==> config.mk <==
export PLATFORM = sky130hd
export DESIGN_NAME = scsi_phase_seq
export DESIGN_NICKNAME = d
export VERILOG_FILES = /design/src/rtl/scsi_seq_pkg.sv /design/src/rtl/scsi_seq_timer.sv /design/src/rtl/scsi_seq_delay.sv /design/src/rtl/scsi_phase_seq.sv
export SDC_FILE = /design/constraint.sdc
export NUM_CORES = 1
export LEC_CHECK = 0
export BUFFER_PORTS_ARGS = -buffer_cell sky130_fd_sc_hd__buf_2
export CAP_MARGIN = 15
export CORE_MARGIN = 2
export CORE_UTILIZATION = 35
export CTS_CLUSTER_DIAMETER = 60
export DETAILED_ROUTE_END_ITERATION = 10
export GPL_ROUTABILITY_DRIVEN = 0
export PLACE_DENSITY = 0.6
export SLEW_MARGIN = 30
export SYNTH_ARGS = -nofsm -noshare
export SYNTH_HDL_FRONTEND = slang
export SYNTH_HIERARCHICAL = 1
export SYNTH_SLANG_ARGS = --single-unit
==> constraint.sdc <==
create_clock -name clk -period 6.7 [get_ports clk]
set_input_delay 2.01 -clock clk [delete_from_list [all_inputs] [get_ports clk]]
set_output_delay 2.01 -clock clk [all_outputs]
set_load 0.1 [all_outputs]
==> src/rtl/scsi_seq_pkg.sv <==
// Package: shared phase type, sequencer states and phase helpers.
// Assumes: the phase code is 4 bits, and bit 3 marks bus free.
package scsi_seq_pkg;

    typedef struct packed {
        logic rel;   // bus free / released
        logic msg;
        logic cd;
        logic io;
    } phase_t;

    typedef enum logic [1:0] {
        ST_IDLE   = 2'd0,
        ST_HOLD   = 2'd1,
        ST_PRE    = 2'd2,
        ST_SETTLE = 2'd3
    } seq_state_t;

    localparam phase_t PH_FREE = '{rel: 1'b1, msg: 1'b0, cd: 1'b0, io: 1'b0};

    // True for data-in and data-out.
    function automatic logic is_data(input phase_t p);
        return !p.rel && !p.msg && !p.cd;
    endfunction

    // Phase equality; every bus-free code counts as the same phase.
    function automatic logic same_phase(input phase_t a, input phase_t b);
        return (a.rel && b.rel) || (a == b);
    endfunction

endpackage

==> src/rtl/scsi_seq_timer.sv <==
// Module: loadable down counter that stops at zero.
// Assumes: a load takes priority over counting down; zero_o is the state
// of the register, not of the value being loaded.
module scsi_seq_timer #(
    parameter int W = 16
) (
    input  logic         clk,
    input  logic         rst_n,
    input  logic         load,
    input  logic [W-1:0] load_val,
    output logic         zero_o
);
    logic [W-1:0] cnt;

    // Count down toward zero, or reload when asked.
    always_ff @(posedge clk) begin
        if (!rst_n)            cnt <= '0;
        else if (load)         cnt <= load_val;
        else if (cnt != '0)    cnt <= cnt - 1'b1;
    end

    assign zero_o = (cnt == '0);
endmodule

==> src/rtl/scsi_seq_delay.sv <==
// Module: works out, without state, the reload values (interval minus one)
// for the settle time and the legacy pre-wait.
// Assumes: SETTLE_CYC >= 1 and LEGACY_PRE_CYC >= 1; W holds the largest sum.
module scsi_seq_delay #(
    parameter int W                 = 16,
    parameter int SETTLE_CYC        = 50,
    parameter int IO_FLIP_CYC       = 50,
    parameter int LEGACY_SETTLE_CYC = 12500,
    parameter int LEGACY_PRE_CYC    = 50000
) (
    input  logic         new_io,
    input  logic         old_io,
    input  logic         legacy,
    output logic [W-1:0] settle_m1,
    output logic [W-1:0] pre_m1
);
    localparam logic [W-1:0] BASE_M1 = W'(SETTLE_CYC - 1);
    localparam logic [W-1:0] FLIP    = W'(IO_FLIP_CYC);
    localparam logic [W-1:0] LEG     = W'(LEGACY_SETTLE_CYC);

    logic [W-1:0] flip_term;
    logic [W-1:0] leg_term;

    // Direction-flip term; left out entirely when the parameter is zero.
    generate
        if (IO_FLIP_CYC > 0) begin : g_flip
            assign flip_term = (new_io != old_io) ? FLIP : '0;
        end else begin : g_noflip
            assign flip_term = '0;
        end
    endgenerate

    // Legacy settle term; left out entirely when the parameter is zero.
    generate
        if (LEGACY_SETTLE_CYC > 0) begin : g_leg
            assign leg_term = legacy ? LEG : '0;
        end else begin : g_noleg
            assign leg_term = '0;
        end
    endgenerate

    assign settle_m1 = BASE_M1 + flip_term + leg_term;
    assign pre_m1    = W'(LEGACY_PRE_CYC - 1);
endmodule

==> src/rtl/scsi_phase_seq.sv <==
// Module: SCSI target phase sequencer (top).
// Accepts a phase request, waits for ACK to be released (or for a bus reset),
// optionally runs the legacy data-phase pre-wait, then updates MSG, C/D and I/O
// on one edge and times the settle interval before strobing settled_o.
// Assumes: inputs are synchronous to clk; all intervals are counted in clk cycles.
module scsi_phase_seq #(
    parameter int SYNC_W            = 8,
    parameter int SETTLE_CYC        = 50,
    parameter int IO_FLIP_CYC       = 50,
    parameter int LEGACY_SETTLE_CYC = 12500,
    parameter int LEGACY_PRE_CYC    = 50000
) (
    input  logic              clk,
    input  logic              rst_n,
    input  logic              req_valid,
    input  logic [3:0]        req_phase,
    input  logic              ack_in,
    input  logic              bus_rst,
    input  logic              legacy_mode,
    input  logic [SYNC_W-1:0] sync_offset_in,
    input  logic [SYNC_W-1:0] sync_period_in,
    output logic              msg_o,
    output logic              cd_o,
    output logic              io_o,
    output logic              ctl_oe_o,
    output logic              sync_en_o,
    output logic [SYNC_W-1:0] sync_offset_o,
    output logic [SYNC_W-1:0] sync_period_o,
    output logic              settled_o,
    output logic              busy_o
);
    import scsi_seq_pkg::*;

    localparam int SETTLE_MAX = SETTLE_CYC + IO_FLIP_CYC + LEGACY_SETTLE_CYC;
    localparam int MAX_CNT    = (SETTLE_MAX > LEGACY_PRE_CYC) ? SETTLE_MAX : LEGACY_PRE_CYC;
    localparam int CW         = $clog2(MAX_CNT + 1);

    seq_state_t  state;
    phase_t      cur_ph;
    phase_t      tgt_ph;
    phase_t      req_ph;
    logic        go;
    logic        need_pre;
    logic        apply_now;
    logic        enter_pre;
    logic        tmr_load;
    logic        tmr_zero;
    logic [CW-1:0] settle_m1;
    logic [CW-1:0] pre_m1;
    logic [CW-1:0] tmr_val;
    logic        want_sync;

    assign req_ph = phase_t'(req_phase);

    // Work out when a pending change may go ahead and which path it takes.
    always_comb begin
        go        = !ack_in || bus_rst;
        need_pre  = legacy_mode && is_data(tgt_ph);
        enter_pre = (state == ST_HOLD) && go && !tgt_ph.rel && need_pre;
        apply_now = ((state == ST_HOLD) && go && !tgt_ph.rel && !need_pre) ||
                    ((state == ST_PRE) && tmr_zero && go);
        tmr_load  = enter_pre || apply_now;
        tmr_val   = enter_pre ? pre_m1 : settle_m1;
        want_sync = is_data(tgt_ph) && (sync_offset_in != '0);
    end

    scsi_seq_delay #(
        .W                 (CW),
        .SETTLE_CYC        (SETTLE_CYC),
        .IO_FLIP_CYC       (IO_FLIP_CYC),
        .LEGACY_SETTLE_CYC (LEGACY_SETTLE_CYC),
        .LEGACY_PRE_CYC    (LEGACY_PRE_CYC)
    ) u_delay (
        .new_io    (tgt_ph.io),
        .old_io    (io_o),
        .legacy    (legacy_mode),
        .settle_m1 (settle_m1),
        .pre_m1    (pre_m1)
    );

    scsi_seq_timer #(.W(CW)) u_timer (
        .clk      (clk),
        .rst_n    (rst_n),
        .load     (tmr_load),
        .load_val (tmr_val),
        .zero_o   (tmr_zero)
    );

    // Sequencer state, stored phase, registered lines and the settle strobe.
    always_ff @(posedge clk) begin
        if (!rst_n) begin
            state         <= ST_IDLE;
            cur_ph        <= PH_FREE;
            tgt_ph        <= PH_FREE;
            msg_o         <= 1'b0;
            cd_o          <= 1'b0;
            io_o          <= 1'b0;
            ctl_oe_o      <= 1'b0;
            sync_en_o     <= 1'b0;
            sync_offset_o <= '0;
            sync_period_o <= '0;
            settled_o     <= 1'b0;
        end else begin
            settled_o <= 1'b0;
            unique case (state)
                ST_IDLE: begin
                    if (req_valid && !same_phase(req_ph, cur_ph)) begin
                        tgt_ph <= req_ph;
                        state  <= ST_HOLD;
                    end
                end
                ST_HOLD: begin
                    if (go && tgt_ph.rel) begin
                        msg_o         <= 1'b0;
                        cd_o          <= 1'b0;
                        io_o          <= 1'b0;
                        ctl_oe_o      <= 1'b0;
                        sync_en_o     <= 1'b0;
                        sync_offset_o <= '0;
                        sync_period_o <= '0;
                        cur_ph        <= PH_FREE;
                        settled_o     <= 1'b1;
                        state         <= ST_IDLE;
                    end else if (enter_pre) begin
                        state <= ST_PRE;
                    end else if (apply_now) begin
                        state <= ST_SETTLE;
                    end
                end
                ST_PRE: begin
                    if (apply_now) state <= ST_SETTLE;
                end
                ST_SETTLE: begin
                    if (tmr_zero) begin
                        settled_o <= 1'b1;
                        state     <= ST_IDLE;
                    end
                end
                default: state <= ST_IDLE;
            endcase

            if (apply_now) begin
                msg_o         <= tgt_ph.msg;
                cd_o          <= tgt_ph.cd;
                io_o          <= tgt_ph.io;
                ctl_oe_o      <= 1'b1;
                cur_ph        <= tgt_ph;
                sync_en_o     <= want_sync;
                sync_offset_o <= want_sync ? sync_offset_in : '0;
                sync_period_o <= want_sync ? sync_period_in : '0;
            end
        end
    end

    assign busy_o = (state != ST_IDLE);
endmodule

# After elaboration in Yosys (flattened, before gate mapping)
# Index checks and enable logic that the tools add are counted.
dict set report word_totals {
  register_bits 48
  in_bits 26
  wordCells 92
}
dict set report op_classes {
  add_sub_neg 3
  n_eq_ne 7
  muxes 30
  reduce_logical 34
}
# operator count
set ops {}
lappend ops {{16-bit 2-to-1 mux} 3}
lappend ops {{8-bit 2-to-1 mux} 6}
lappend ops {{16-bit adder} 1}
lappend ops {{6-bit by 16-bit adder with 16-bit output (first input constant)} 1}
lappend ops {{16-bit zero test} 1}
lappend ops {{16-bit nonzero test} 1}
lappend ops {{16-bit by 1-bit subtractor with 16-bit output (second input constant)} 1}
lappend ops {{14-bit 2-to-1 mux} 1}
lappend ops {{1-bit logical AND} 13}
lappend ops {{4-bit 2-to-1 mux} 3}
lappend ops {{2-bit 2-to-1 mux} 5}
lappend ops {{1-bit 2-to-1 mux} 9}
lappend ops {{2-bit one-hot mux with 4 select lines} 1}
lappend ops {{2-bit nonzero test} 4}
lappend ops {{8-bit nonzero test} 1}
lappend ops {{1-bit zero test} 6}
lappend ops {{6-bit 2-to-1 mux} 1}
lappend ops {{2-bit AND reduction} 3}
lappend ops {{2-bit equality test (second input constant)} 2}
lappend ops {{4-bit equality test} 1}
lappend ops {{1-bit logical OR} 4}
lappend ops {{2-bit inequality test (second input constant)} 2}
lappend ops {{2-bit by 1-bit equality test with 1-bit output (second input constant)} 1}
lappend ops {{2-bit zero test} 1}
lappend ops {{2 further kinds} 2}

# Longest topological paths before layout
# Gate-level depths: netlist of run 1.
dict set report logic_depth {
  word_depth 11
  depth_mapped 15
  depth_no_buf 12
}

# Cells and area by module
# Netlist of run 1, hierarchy kept.
# module n_inst cells_each area_each_um2 seq_area_each_um2
set by_module_without_submodules {}
lappend by_module_without_submodules {scsi_phase_seq 1 135 1390.1 580.6}
lappend by_module_without_submodules {scsi_seq_timer 1 116 939.7 320.3}
lappend by_module_without_submodules {scsi_seq_delay 1 40 296.5 0.0}

# Worst setup path after synthesis of run 1
# OpenSTA, ideal clock, no wires.
dict set report synth_timing {
  path_kind {in2reg}
  from {input port bus_rst}
  to {register u_timer.cnt[13]}
  arrival_time_ps 3637
  required_ps 6573
  setup_slack_ps 2936
  path_stages 9
  path_buffers 2
  path_cell_list {nand2b_1 > nor3b_4 > nand2_2 > buf_4 > nand2b_1 > clkbuf_1 > clkinv_1 > o221ai_1 > nor3_1}
}
dict set report synth_between {
  elab_chain_len 7
  word_cells_on_any_way 11
  cone_classes {mux (2); reduce/logical (9)}
}
# element line
set synth_rtl {}
lappend synth_rtl {{from (decl)} scsi_phase_seq.sv:18} ;# input logic bus_rst,
lappend synth_rtl {{1-bit logical OR *} scsi_phase_seq.sv:57} ;# go = !ack_in || bus_rst;
lappend synth_rtl {{1-bit logical AND (2 in a row)} {scsi_phase_seq.sv:59, scsi_phase_seq.sv:60}}
lappend synth_rtl {{1-bit logical AND} scsi_phase_seq.sv:60} ;# apply_now = ((state == ST_HOLD) && go && !tgt_ph.rel && !need_pre) ||
lappend synth_rtl {{1-bit logical OR} scsi_phase_seq.sv:60}
lappend synth_rtl {{1-bit logical OR *} scsi_phase_seq.sv:62} ;# tmr_load = enter_pre || apply_now;
lappend synth_rtl {{via tmr_load} scsi_phase_seq.sv:46} ;# logic tmr_load;
lappend synth_rtl {{16-bit 2-to-1 mux or 2-bit nonzero test (tied branches)} --}
lappend synth_rtl {{to (signal assigned)} scsi_seq_timer.sv:18} ;# else if (load) cnt <= load_val;
lappend synth_rtl {{to (signal assigned)} scsi_seq_timer.sv:19} ;# else if (cnt != '0) cnt <= cnt - 1'b1;
lappend synth_rtl {{to (decl)} scsi_seq_timer.sv:13} ;# logic [W-1:0] cnt;
# The timed path passes the listed nets; every way through them passes the cells marked *.
# A chain may end at the register's enable or synchronous reset.

# Worst setup path in the final report of run 1
dict set report layout_timing {
  from {register u_timer.cnt[0]}
  to {register u_timer.cnt[15]}
}
dict set report layout_between {
  elab_chain_len 6
  word_cells_on_any_way 10
  cone_classes {add/sub (1); mux (2); reduce/logical (7)}
}
# element line
set layout_rtl {}
lappend layout_rtl {{16-bit zero test *} scsi_seq_timer.sv:22} ;# assign zero_o = (cnt == '0);
lappend layout_rtl {{via tmr_zero} scsi_phase_seq.sv:47} ;# logic tmr_zero;
lappend layout_rtl {{1-bit logical AND * (2 in a row)} scsi_phase_seq.sv:61} ;# ((state == ST_PRE) && tmr_zero && go);
lappend layout_rtl {{1-bit logical OR *} scsi_phase_seq.sv:60}
lappend layout_rtl {{1-bit logical OR *} scsi_phase_seq.sv:62}
lappend layout_rtl {{via tmr_load} scsi_phase_seq.sv:46}
lappend layout_rtl {{16-bit 2-to-1 mux or 2-bit nonzero test (tied branches)} --}
# The timed path passes the listed nets; every way through them passes the cells marked *. The select of a mux whose other input is x is not followed.

==> out/qor.yml, run 1 <==
r2r-end: "u_timer/cnt[15]$_SDFFE_PN0P_"
cts_hold_buf: 0
p_leak_nw: 1.248
startpoint_type: "flop"
maxSlewHeadroom_pct: 59.70
antenna_left: 0
tns_ns: 0
p_per_area_nw_per_um2: 300.9
detail_route.wirelength_um: 5574
final_core_util_pct: 39.93
worst_skew_pair.late_latency_ns: 0.30
design.die.area_um2: 8213
slew_viol_final: 0
worst_pin_slew_ns: 0.5990
core-area_um2: 7253
period_share_pct: 57.57
die_height_um: 90.63
cts_tree: "yes"
outcome: "complete, no violations"
fillers: 763
port_buffers: 48
synth_edf_count: 0
drive_above_1_share_pct: 24.77
synth_cell_types: 59
grtUsageTotal_pct: 14.15
clock_tree.root_cell: "clkbuf_8"
synth_area_leader_cell: "dfxtp_1"
cts_buffers: 5
setup_ws_ns: 2.843
crit_slowest_cell: "or4_4"
yosysWarnings: 6
yosysSeqAreaShare_pct: 34.30
fin_hold_ws_ns: 0.4688
grt_pass1_vias: 2007
ff2ff_setup_slack_ns: 2.84
yosysTopAreaCellShare_pct: 34.30
antenna_found_initial: 0
cts_sinks: 45
arrival_ns: 4.04
crit_fanout: 15
peakVddDrop_uv: 124.7
viasPerCell: 4.958
clock.fmax_mhz: 259.3
synth_top_cells_by_area: "dfxtp_1 34%, buf_4 8.3%, mux2_2 6.9%, a22o_1 5.3%, nand2_1 3.3%"
finalSetupViolCount: 0
vias: 2112
dp_cells: 418
syn-mean-instance-area_um2: 9.025
wire_per_inst_um: 13.08
finalHoldViolCount: 0
cts-resized-gates: 0
reg2reg_depth: 11
rsz0062_at_grt: "false"
critical_path_class: "reg2reg"
post_cts_buffers: 0
rows: 31
skew_ns: 0.01182
cts_buffer_depth: 2
period_minus_slack_ns: 3.857
drtIter0Drc: 66
cts.htree.levels: 2
diodes: 0
dp_slack_ns: 2.601
startpoint: "u_timer/cnt[0]$_SDFFE_PN0P_"
instances_no_fill: 426
dr.pass1.iters: 4
hold_class: "reg2reg"
slowest_delay_ns: 0.67
crit_path_end_kind: "flop"
path_clk_slew_ns: 0.10
yosys-top-cells-count: "45 x dfxtp_1, 29 x buf_4, 23 x nand2_1"
syn_inst: 291
nets: 357
netlist_area_um2: 2626
grt_pass1_wl_um: 9591
grt_max_degree: 33
maxCapViolCount: 0
register_area_um2: 900.9
synthArstFlopShare_pct: 0
multi_input_area_um2: 1478
ys.flop_type: "dfxtp_1"
worst_ep_required_time_ns: 6.88
synth.most_common_cell: "dfxtp_1"
start_util_pct: 36.21
hpwl_um: 4015
r2r_start: "u_timer/cnt[0]$_SDFFE_PN0P_"
ys_ff_latch: 45
ios: 49
syn2layout_area_growth_pct: 10.29
overflow: 0
drc: 0
die_x_um: 90.63
critPathCapture: "u_timer/cnt[15]$_SDFFE_PN0P_"
path_cells: "inv_1 -> ha_1 -> or3b_1 -> or4_4 -> nor2_1 -> nand4_1 -> o21ai_0 -> nand2b_1 -> clkinv_1 -> o221ai_1 -> nor3_1"
per-layer routing:
metal | up-vias | share of wire [%] | track usage (%) | wire length, um
met5 | - | 0 | 0 | 0
li1 | 1063 | - | - | -
met1 | 999 | 48 | 18.96 | 2686
met2 | 43 | 46 | 22.39 | 2586
met4 | 0 | 1.4 | 4.872 | 76
met3 | 7 | 4.0 | 3.172 | 225
metrics by stage:
stage | total power, W | cell area (um^2)
after floorplan | 0.0006129 | 2705
after global placement | 0.0006546 | 2780
after detailed placement | 0.0006588 | 2780
after CTS | 0.0008757 | 2897
after global routing | 0.0009350 | 2897
final | 0.0008717 | 2897
logic make-up after synthesis:
logic type                 count (synthesis)  synth area share, %
DFF                                       45                34.30
and+or+nand+nor                           87                18.58
adders and majority gates                  5                2.382
other                                      2               0.2860
AOI/OAI and AO/OA                         68                19.01
buffers and inverters                     51                12.43
muxes                                     20                8.385
xor gates and xnor gates                  13                4.621
power breakdown:
group / internal, W / leakage, nW / switching, W
logic: 0.000133 / 0.823 / 0.000182
registers: 0.000305 / 0.366 / 0.0000379
clock network: 0.000114 / 0.0591 / 0.000101
flip-flops by register name (all words and copies together), names as in the netlist:
| register | count |
|---|---|
| tgt_ph | 4 |
| cur_ph | 1 |
| ctl_oe_o | 1 |
| state | 2 |
| msg_o | 1 |
| u_timer/cnt | 16 |
| settled_o | 1 |
| cd_o | 1 |
| io_o | 1 |
| sync_offset_o | 8 |
| sync_en_o | 1 |
| sync_period_o | 8 |
worst max-delay path: cells and delay by family, from the launching register on:
kind	cells	cell delay, ns
simple gates	6	2.18
fa+ha+maj	1	0.19
compound gates	2	0.58
flops	1	0.35
buf+inv	2	0.44
how the worst min path moves through the flow:
stage                             startpoint  cells past startpoint  slack [ns]                            end
6_report              sync_en_o$_SDFFE_PN0P_                      2        0.47         sync_en_o$_SDFFE_PN0P_
3_5_place_dp   sync_period_o[1]$_SDFFE_PN0P_                      1        0.45  sync_period_o[1]$_SDFFE_PN0P_
3_3_place_gp   sync_period_o[1]$_SDFFE_PN0P_                      1        0.45  sync_period_o[1]$_SDFFE_PN0P_
2_1_floorplan    u_timer/cnt[6]$_SDFFE_PN0P_                      2        0.47    u_timer/cnt[6]$_SDFFE_PN0P_
5_1_grt        sync_period_o[4]$_SDFFE_PN0P_                      1        0.51  sync_period_o[4]$_SDFFE_PN0P_
4_1_cts               sync_en_o$_SDFFE_PN0P_                      2        0.48         sync_en_o$_SDFFE_PN0P_
cells in the final DEF (no fill, tap or decap), types with 4 or more instances in the layout:
cell type,netlist,routed
mux2i_1,4,4
xor2_1,5,5
a22o_1,16,16
nand2b_1,6,6
xnor2_1,7,7
ha_1,5,5
nor3_1,9,9
conb_1,2,23
nor2_1,7,7
o21ai_0,14,14
nor2b_1,10,10
nand2_1,23,23
inv_1,8,8
dfxtp_1,45,45
a21oi_1,5,5
nand3_1,8,8
nor4_1,7,7
mux2_2,16,16
clkbuf_8,0,5
buf_2,2,48
final cells by class:
class                   instances  share of cell area [%]
clock buffers                   5                   2.376
flip-flops and latches         45                   31.10
inverters                      10                   1.296
multi-input cells             216                   51.02
repair buffers                 48                   8.294
well taps                      99                   4.276
clock inverters                 3                   1.641
(Power assumes the default switching activity.)
==> run 2, diff against run 1 <==
clock period = 4 ns   (was 6.7 ns; I/O delays follow)
==> run 2 against run 1 <==
Effect of this change: non-clock buffer count increased by 1; critical path depth unchanged; core utilization increased by 0.052 points; global-route usage decreased by 0.27 points; clock skew increased by 0.0025 ns; worst setup slack got worse by 2.4 ns; via count decreased by 0.43%; die area unchanged; largest power group unchanged; cell count increased by 0.23%.
==> out/qor.yml, run 2 (synthesis results as in run 1) <==
overflow: 0  # unchanged
use_met2_pct: 21.58  # -0.81 points
p_int_w: 0.0009195  # +67%
vias: 2103  # -0.43%
cts-resized-gates: 0  # unchanged
diodes: 0  # unchanged
path_clk_slew_ns: 0.09  # about the same
maxCapViolCount: 0  # unchanged
grtUsageTotal_pct: 13.88  # -0.27 points
r2r-end: "u_timer/cnt[13]$_SDFFE_PN0P_"
ios: 49  # unchanged
maxSlewHeadroom_pct: 62.19  # +2.5 points
ff2ff_setup_slack_ns: 0.46  # -2.38 ns
detail_route.wirelength_um: 5434  # -2.5%
largest_reg_flops: 16  # unchanged
largestRegisters: "u_timer/cnt x16, sync_offset_o x8, sync_period_o x8"
core-area_um2: 7253  # unchanged
p_per_area_nw_per_um2: 498.0  # +65%
period_share_pct: 88.53  # +31 points
worst_pin_slew_ns: 0.5620  # -0.03697 ns
top_usage_layer: "met2"
hold_class: "reg2reg"
start_util_pct: 36.21  # unchanged
skew_ns: 0.01431  # +0.002488 ns
wire_per_inst_um: 12.73  # -2.7%
peakVddDrop_uv: 149.1  # +20%
min_from: "sync_en_o$_SDFFE_PN0P_"
clock_tree.root_cell: "clkbuf_8"
top_register: "u_timer/cnt"
die_x_um: 90.63  # unchanged
design.die.area_um2: 8213  # unchanged
outcome: "complete, no violations"
die_height_um: 90.63  # unchanged
worst_hold_path.endpoint: "sync_en_o$_SDFFE_PN0P_"
grt_pass1_vias: 2051  # +2.2%
cts_buffers: 5  # unchanged
post_cts_buffers: 0  # unchanged
register_area_um2: 900.9  # unchanged
syn2layout_area_growth_pct: 10.43
dp_slack_ns: 0.5295  # -2.072 ns
arrival_ns: 3.74  # -0.30 ns
startpoint_type: "flop"
worst_ep_required_time_ns: 4.20  # -2.68 ns
r2r_start: "u_timer/cnt[0]$_SDFFE_PN0P_"
drc: 0  # unchanged
nets: 358  # +0.28%
crit_fanout: 15  # unchanged
antenna_found_initial: 0  # unchanged
grt_max_degree: 33  # unchanged
p_clk_share_pct: 24.4  # -0.2 points
multi_input_area_um2: 1478  # unchanged
grt_pass1_wl_um: 9473  # -1.2%
cts_sinks: 45  # unchanged
final_cell_mix: "48 x buf_2, 45 x dfxtp_1, 23 x nand2_1, 23 x conb_1"
seqPwrFrac_pct: 39.9  # +0.6 points
grt.met1_usage_pct: 18.37  # -0.59 points
cts_hold_buf: 0  # unchanged
startpoint: "u_timer/cnt[0]$_SDFFE_PN0P_"
finalSetupViolCount: 0  # unchanged
p_leak_nw: 1.253  # +0.39%
tns_ns: 0  # unchanged
rows: 31  # unchanged
fillers: 756  # -0.92%
hold_depth: 2  # unchanged
switching_share_pct: 36.34  # -0.44 points
use_met3_pct: 3.339  # +0.17 points
port_buffers: 48  # unchanged
antenna_left: 0  # unchanged
setup_ws_ns: 0.4589  # -2.384 ns
critical_path_class: "reg2reg"
viasPerCell: 4.925  # -0.66%
finalHoldViolCount: 0  # unchanged
reg2reg_depth: 11  # unchanged
cts_tree: "yes"
dr.pass1.iters: 5  # +1
worst_skew_pair.late_latency_ns: 0.30  # about the same
period_minus_slack_ns: 3.541  # -0.3159 ns
clock.fmax_mhz: 282.4  # +8.9%
cts_buffer_depth: 2  # unchanged
drtIter0Drc: 95  # +44%
cts.htree.levels: 2  # unchanged
slew_viol_final: 0  # unchanged
rsz0062_at_grt: "false"
hpwl_um: 3915  # -2.5%
power.switching_w: 0.0005249  # +64%
crit_path_end_kind: "flop"
combPwrFrac_pct: 35.8  # -0.3 points
drive_above_1_share_pct: 25.00  # +0.23 points
final_common_cell: "buf_2"
## run 2: how the worst max path moves through the flow
stage                                         endpoint  slack, ns  cells after the start
final                     u_timer/cnt[13]$_SDFFE_PN0P_       0.46                     11
after global routing      u_timer/cnt[13]$_SDFFE_PN0P_       0.20                     11
after CTS                 u_timer/cnt[13]$_SDFFE_PN0P_       0.48                     11
after detailed placement  u_timer/cnt[15]$_SDFFE_PN0P_       0.53                     11
after global placement    u_timer/cnt[13]$_SDFFE_PN0P_       0.67                     11
after floorplan           u_timer/cnt[13]$_SDFFE_PN0P_       0.61                     14
## run 2: critical path, stage by stage, from the launching register on
cell	delay, ns
dfxtp_1	0.33
inv_1	0.07
ha_1	0.19
or3b_1	0.44
or4_4	0.66
nor2_1	0.23
nand4_1	0.22
o21ai_0	0.30
nand2b_1	0.30
and2_1	0.33
a221oi_1	0.14
nor3_1	0.25
## run 2: metrics by stage
step	power [W]	std cells	utilization, %	hold slack [ns]	instance area [um^2]
finish	0.001444	427	39.99	0.4650	2900
global route	0.001560	427	39.99	0.4856	2900
CTS	0.001451	427	39.99	0.4701	2900
detailed placement	0.001092	419	38.43	0.4490	2788
global placement	0.001086	419	38.43	0.4515	2788
floorplan	0.001027	312	-	0.4694	2705
## run 2: cell type report
cell class                      count  share of cell area, %
Clock buffer                        5                  2.373
Clock inverter                      3                  1.510
Inverter                           10                  1.294
Multi-Input combinational cell    216                  50.95
Sequential cell                    45                  31.06
Tap cell                           99                  4.271
Timing Repair Buffer               49                  8.542
## run 2: power by group through the flow
stage | Sequential (W) | Combinational (W) | Clock (W)
2_1_floorplan | 0.000568 | 0.000459 | 0
3_3_place_gp | 0.000583 | 0.000503 | 0
3_5_place_dp | 0.000583 | 0.000509 | 0
4_1_cts | 0.000574 | 0.000512 | 0.000365
5_1_grt | 0.000584 | 0.000589 | 0.000387
6_report | 0.000576 | 0.000517 | 0.000352
## run 2: routing by layer
metal	wire (um)	vias up	part of all wire (%)
met5	0	-	0
met4	55	0	1.0
met3	274	2	5.0
met2	2435	55	45
met1	2668	974	49
li1	-	1072	-
